[config.mk]
export PLATFORM = sky130hd
export DESIGN_NAME = bbr_unit
export DESIGN_NICKNAME = d
export VERILOG_FILES = /design/src/rtl/bbr_pkg.sv /design/src/rtl/bbr_decode.sv /design/src/rtl/bbr_bitsel.sv /design/src/rtl/bbr_target.sv /design/src/rtl/bbr_unit.sv
export SDC_FILE = /design/constraint.sdc
export NUM_CORES = 1
export LEC_CHECK = 0
export BUFFER_PORTS_ARGS = -buffer_cell sky130_fd_sc_hd__buf_2
export CAP_MARGIN = 0
export CORE_UTILIZATION = 52
export CTS_BUF_LIST = sky130_fd_sc_hd__clkbuf_4 sky130_fd_sc_hd__clkbuf_8
export CTS_CLUSTER_DIAMETER = 30
export DETAILED_ROUTE_END_ITERATION = 8
export PLACE_DENSITY_LB_ADDON = 0.2
export SETUP_SLACK_MARGIN = 0.5
export SLEW_MARGIN = 25
export SYNTH_ARGS = -nofsm -noshare
export SYNTH_HDL_FRONTEND = slang
export SYNTH_SLANG_ARGS = --single-unit
[constraint.sdc]
create_clock -name clk -period 4.7 [get_ports clk]
set_input_delay 0.94 -clock clk [delete_from_list [all_inputs] [get_ports clk]]
set_output_delay 0.94 -clock clk [all_outputs]
set_load 0.02 [all_outputs]
[src/rtl/bbr_pkg.sv]
package bbr_pkg;
  // Fields of the instruction word whose positions drive decode behaviour
  localparam int unsigned GRP_HI_MSB = 31;
  localparam int unsigned GRP_LO_MSB = 27;
  localparam int unsigned POL_BIT    = 29;
  localparam int unsigned POS_HI_BIT = 28;
  localparam int unsigned SRC_LSB    = 21;
  localparam int unsigned POS_LO_LSB = 16;

  localparam logic [1:0] GRP_HI_VAL = 2'b11;
  localparam logic [1:0] GRP_LO_VAL = 2'b10;

  typedef struct packed {
    logic valid;
    logic taken;
    logic exc;
    logic dslot;
  } bbr_flags_t;
endpackage

[src/rtl/bbr_decode.sv]
module bbr_decode
  import bbr_pkg::*;
#(
  parameter int unsigned INSN_W = 32,
  parameter int unsigned IDX_W  = 5,
  parameter int unsigned OFF_W  = 16,
  parameter int unsigned POS_W  = 6
) (
  input  logic [INSN_W-1:0] insn,
  output logic              hit,
  output logic              pol,
  output logic [POS_W-1:0]  pos,
  output logic [IDX_W-1:0]  src_idx,
  output logic [OFF_W-1:0]  off
);
  localparam int unsigned LO_W = POS_W - 1;

  logic [1:0] grp_hi;
  logic [1:0] grp_lo;

  always_comb begin
    grp_hi  = insn[GRP_HI_MSB -: 2];
    grp_lo  = insn[GRP_LO_MSB -: 2];
    hit     = (grp_hi == GRP_HI_VAL) && (grp_lo == GRP_LO_VAL);
    pol     = insn[POL_BIT];
    pos     = {insn[POS_HI_BIT], insn[POS_LO_LSB +: LO_W]};
    src_idx = insn[SRC_LSB +: IDX_W];
    off     = insn[OFF_W-1:0];
  end
endmodule

[src/rtl/bbr_bitsel.sv]
module bbr_bitsel #(
  parameter int unsigned XLEN  = 64,
  parameter int unsigned POS_W = $clog2(XLEN)
) (
  input  logic [XLEN-1:0]  val,
  input  logic [POS_W-1:0] pos,
  output logic             bit_out
);
  // One-hot select, then OR-reduce: a flat AND-OR mux
  logic [XLEN-1:0] hot;

  for (genvar g = 0; g < XLEN; g++) begin : g_sel
    assign hot[g] = val[g] & (pos == POS_W'(g));
  end

  assign bit_out = |hot;
endmodule

[src/rtl/bbr_target.sv]
module bbr_target #(
  parameter int unsigned XLEN  = 64,
  parameter int unsigned OFF_W = 16
) (
  input  logic [XLEN-1:0]  pc,
  input  logic [OFF_W-1:0] off,
  output logic [XLEN-1:0]  tgt
);
  localparam int unsigned EXT_W = XLEN - OFF_W - 2;

  logic [XLEN-1:0] disp;

  always_comb begin
    disp = {{EXT_W{off[OFF_W-1]}}, off, 2'b00};
    tgt  = pc + XLEN'(4) + disp;
  end
endmodule

[src/rtl/bbr_unit.sv]
module bbr_unit
  import bbr_pkg::*;
#(
  parameter int unsigned XLEN   = 64,
  parameter int unsigned INSN_W = 32,
  parameter int unsigned IDX_W  = 5,
  parameter int unsigned OFF_W  = 16
) (
  input  logic              clk,
  input  logic              rst,
  input  logic [INSN_W-1:0] insn_i,
  input  logic [XLEN-1:0]   pc_i,
  input  logic [XLEN-1:0]   rs_val_i,
  input  logic              in_slot_i,
  output logic [IDX_W-1:0]  rs_sel_o,
  output logic              br_valid_o,
  output logic              br_taken_o,
  output logic [XLEN-1:0]   br_target_o,
  output logic              ri_exc_o,
  output logic              dslot_o
);
  localparam int unsigned POS_W = $clog2(XLEN);

  logic             hit;
  logic             pol;
  logic [POS_W-1:0] pos;
  logic [OFF_W-1:0] off;
  logic             tbit;
  logic [XLEN-1:0]  tgt;

  bbr_flags_t       nxt_flags;
  bbr_flags_t       q_flags;
  logic [XLEN-1:0]  nxt_tgt;
  logic [XLEN-1:0]  q_tgt;

  bbr_decode #(
    .INSN_W(INSN_W), .IDX_W(IDX_W), .OFF_W(OFF_W), .POS_W(POS_W)
  ) u_dec (
    .insn(insn_i), .hit(hit), .pol(pol), .pos(pos),
    .src_idx(rs_sel_o), .off(off)
  );

  bbr_bitsel #(.XLEN(XLEN), .POS_W(POS_W)) u_sel (
    .val(rs_val_i), .pos(pos), .bit_out(tbit)
  );

  bbr_target #(.XLEN(XLEN), .OFF_W(OFF_W)) u_tgt (
    .pc(pc_i), .off(off), .tgt(tgt)
  );

  always_comb begin
    logic resolve;
    resolve         = hit & ~in_slot_i;
    nxt_flags.valid = resolve;
    nxt_flags.taken = resolve & (tbit == pol);
    nxt_flags.exc   = hit & in_slot_i;
    nxt_flags.dslot = resolve;
    nxt_tgt         = resolve ? tgt : '0;
  end

  always_ff @(posedge clk) begin
    if (rst) begin
      q_flags <= '0;
      q_tgt   <= '0;
    end else begin
      q_flags <= nxt_flags;
      q_tgt   <= nxt_tgt;
    end
  end

  assign br_valid_o  = q_flags.valid;
  assign br_taken_o  = q_flags.taken;
  assign ri_exc_o    = q_flags.exc;
  assign dslot_o     = q_flags.dslot;
  assign br_target_o = q_tgt;
endmodule

Word-level counts from Yosys, hierarchy flattened
Cells that the tools add are included.
W data, S select, Z words.

storage, ports and cells
  bits in registers = 67
  bits in latches = 0
  RAM bits = 0
  memory bits (read-only) = 0
  input port bits = 163
  output and inout bits = 73
  logic and storage cells = 145
  memories kept = 0

cells by class
  $add $sub $neg = 2
  multiply operators = 0
  div/mod/pow operators = 0
  magnitude comparators = 0
  equal/unequal tests = 66
  shifts and indexed selects = 0
  muxes and demuxes = 0
  bitwise operators = 69
  reductions and logical operators = 4

operators by type and width
  cell                     count
  $eq A6 B6 Y1 const B     32
  $eq A6 B5 Y1 const B     16
  $and A1 B1 Y1            67
  $add A64 B3 Y64 const B  1
  $add A64 B64 Y64         1
  $reduce_or A64 Y1        1
  $eq A6 B4 Y1 const B     8
  $eq A6 B3 Y1 const B     4
  $eq A6 B2 Y1 const B     2
  $eq A6 B1 Y1 const B     1
  $logic_not A6 Y1         1
  $eq A2 B2 Y1 const B     2
  $not A1 Y1               2
  $reduce_or A2 Y1         1
  $eq A1 B1 Y1             1
  $logic_and A1 B1 Y1      1

Logic depth before layout (Yosys ltp)
  depth in word-level cells = 5
  depth in mapped cells = 15
  depth with buffers taken out = 15

Modules after synthesis
Synthesis repeated with hierarchy kept, for this count alone.

second synthesis, totals
  cell total of the unflattened synthesis = 886
  area, all modules = 7257.0 µm²

modules (own cells, without submodules)
  module      instances  cells an instance  area an instance (µm²)  seq. area each (µm²)
  bbr_target  1          611                4439.3                  0.0
  bbr_unit    1          144                1845.5                  1341.3
  bbr_bitsel  1          102                752.0                   0.0
  bbr_decode  1          29                 220.2                   0.0

Worst setup path before layout
OpenSTA, ideal clock, no wires.

  path kind = input port to flip-flop
  start point = in insn_i[1]
  end point = reg q_tgt[51] (netlist: br_target_o[51])
  setup time = 0.128 ns
  data arrival time = 3.762 ns
  required time = 4.572 ns
  path slack = 0.811 ns
  stages = 13
  path buffers = 0
  path through = ha_1 ha_1 fa_1 a211o_1 a211oi_1 o31a_1 o41ai_4 a41oi_2 o21ai_1 a21oi_2 o221ai_1 xnor2_1 nor2_1

on the way
  cells in the longest elaborated chain, start to end = 1

ends and longest elaborated chain
  what                    RTL line          RTL
  start: declaration      bbr_unit.sv:11    input logic [INSN_W-1:0] insn_i,
  $add A64 B64 Y64        bbr_target.sv:15  tgt = pc + XLEN'(4) + disp;
  end signal: assignment  bbr_unit.sv:67    q_tgt <= nxt_tgt;
  end: declaration        bbr_unit.sv:34    logic [XLEN-1:0] q_tgt;

Every way passes these cells.
A chain may end at the register's enable or synchronous reset.

Worst setup path after layout
  start point = in insn_i[1]
  end point = reg q_tgt[55] (netlist: br_target_o[55])

Same word-level chain as after synthesis.

==> results_dict.tcl <==
set metrics [dict create \
    fp.dieH_um 114 \
    antenna_found_initial 0 \
    layout.nets 1290 \
    overflow 0 \
    final-setup-viol-count 0 \
    avgSynthCellArea_sq_um 8.07 \
    ctsResizeCount 0 \
    holdCritPathClass "input port to flop" \
    vias 6560 \
    relSlewSlack 0.654 \
    crit_arrival_ns 4.19 \
    port_buffers 225 \
    drt-met1-wl_um 7760 \
    slew_viol_final 0 \
    ys_warn_count 0 \
    finalCritPeriodShare 0.843 \
    dieArea_sq_mm 0.0131 \
    hold_depth 2 \
    grt_max_degree 38 \
    final_common_cell "buf_2" \
    syn_area_sq_mm 0.00655 \
    max_cap_viol_count 0 \
    max_freq_ghz 0.252 \
    routabilityCongestion 0.909 \
    rsz0062_at_grt "false" \
    place_hpwl_um 13900 \
    synth.distinct_cells 63 \
    tns_ns 0 \
    crit_required_ns 4.93 \
    endpoint_kind "flop" \
    netlist_instances 812 \
    cts_hold_buffers 0 \
    syn-num-nets 1097 \
    grt_usage 0.265 \
    path_class "input port to flop" \
    min_from "pc_i[0]" \
    post_cts_buffers 0 \
    cts_tree "built" \
    cts_buffers 9 \
    top_layer_used "met4" \
    hold_viol_final 0 \
    final_layout_size_suffix_gt1_frac 0.260 \
    antenna_cells 0 \
    drt_first_iter_violations 306 \
    ant_nets 0 \
    max-vdd-ir-drop_mv 0.107 \
    yosys.area.top_type "ha_1" \
    crit_path_start_kind "input port" \
    htree_levels 3 \
    worst_pin_slew_ns 0.513 \
    final.min_clock_period_ns 3.96 \
    status "completed" \
    final_area_sq_mm 0.00791 \
    ys_async_sr_fraction 0 \
    synth_area_leaders "ha_1, dfxtp_1, xnor2_1, a21oi_1, nor2_1" \
    finalWirelength_um 17200 \
    wl_per_cell_um 14.6 \
    path_clk_slew_ns 0.07 \
    fp-row-count 40 \
    whs_ns 0.791 \
    viasPerCell 5.57 \
    dpl_cell_area_sq_mm 0.00772 \
    core_sq_mm 0.0122 \
    critical_path.max_fanout 5 \
    grt_first_pass_wirelength_um 28000 \
    nFillCells 1145 \
    final_cell_mix "buf_2, ha_1, nor2_1" \
    dr_wl_met2_um 8190 \
    die_w_um 114 \
    ys_ff_latch 67 \
    drc 0 \
    firstDrtPassIters 5 \
    ios 236 \
    hold_end "br_target_o[0]" \
    cts.sink_count 67 \
    area_growth_pct 20.7 \
    synth_top_area_share 0.231 \
    synth_edf_count 0 \
    root_buffer "clkbuf_8" \
    cts_max_path_buffers 2 \
    power.density_mw_per_mm2 239 \
    first_global_vias 6092 \
    p_leak_nw 3.99 \
    ys.flop_type "dfxtp_1" \
    routed-wl-met3_um 972 \
    initial_core_util 0.539 \
    synth_seq_area_share 0.205 \
]
## area by class of cell
class	instances	area, sq um	area share
sequential	67	1340	0.170
tap	168	210	0.0266
multi-input combinational	675	4940	0.624
inverter	23	86.3	0.0109
clock buffer	11	151	0.0191
clock inverter	4	26.3	0.00332
timing repair buffer	229	1160	0.146
## synth_stat cells (13+ instances only)
library cell,number
xnor2_1,42
ha_1,121
clkbuf_1,40
a31oi_1,15
o21bai_1,13
o21ai_0,40
a21oi_1,72
a21o_1,28
nand2_1,53
nor2_1,91
nand3_1,14
nor3_1,14
nand4_1,20
dfxtp_1,67
xor2_1,19
inv_1,23
## cell families after synthesis
family,after synthesis,share of synthesized area
AO/OA/AOI/OAI,242,0.241
AND/OR/NAND/NOR,234,0.166
adder cells (fa/ha/maj),122,0.234
buffers and inverters,70,0.0435
flip-flops,67,0.205
XOR/XNOR,61,0.0815
multiplexers,16,0.0292
## worst max-delay path, stage by stage
cell	delay, ns
buf_2	0.10
ha_1	0.28
ha_1	0.22
fa_1	0.42
a211o_1	0.34
a211oi_1	0.32
o31a_1	0.31
o41ai_4	0.12
a41oi_2	0.33
o21ai_1	0.16
a21oi_4	0.26
o221ai_1	0.17
xnor2_1	0.16
nor2_1	0.05
## flip-flops by register name, indices dropped and copies added, names as in the netlist
signal	cells
ri_exc_o	1
br_taken_o	1
br_target_o	64
dslot_o	1
## metrics by stage
stage | cells | total power (W) | util | worst slack [ns]
after floorplan | 812 | 0.00123 | - | 0.811
after global placement | 1162 | 0.00144 | 0.635 | 0.392
after detailed placement | 1162 | 0.00144 | 0.635 | 0.328
after CTS | 1177 | 0.00189 | 0.650 | 0.703
after global routing | 1177 | 0.00203 | 0.650 | 0.537
final | 1177 | 0.00189 | 0.650 | 0.736
## metal layers
| metal | track usage | vias up |
|---|---|---|
| li1 | - | 3368 |
| met1 | 0.342 | 2929 |
| met2 | 0.463 | 241 |
| met3 | 0.0386 | 22 |
| met4 | 0.0632 | 0 |
| met5 | 0 | - |
## where the power goes
group | internal (W) | leakage (nW) | switching (W)
registers | 0.000573 | 0.540 | 0.00000158
clock network | 0.000217 | 0.0912 | 0.000234
logic | 0.000378 | 3.36 | 0.000490
total | 0.00117 | 3.99 | 0.000726
## worst max-delay path by stage
stage,startpoint,endpoint,slack [ns],depth (start not counted)
2_1_floorplan,insn_i[1],br_target_o[51],0.81,13
3_3_place_gp,insn_i[1],br_target_o[51],0.39,14
3_5_place_dp,insn_i[1],br_target_o[55],0.33,14
4_1_cts,insn_i[1],br_target_o[55],0.70,14
5_1_grt,insn_i[1],br_target_o[51],0.54,14
6_report,insn_i[1],br_target_o[55],0.74,14
(Power assumes the default switching activity.)
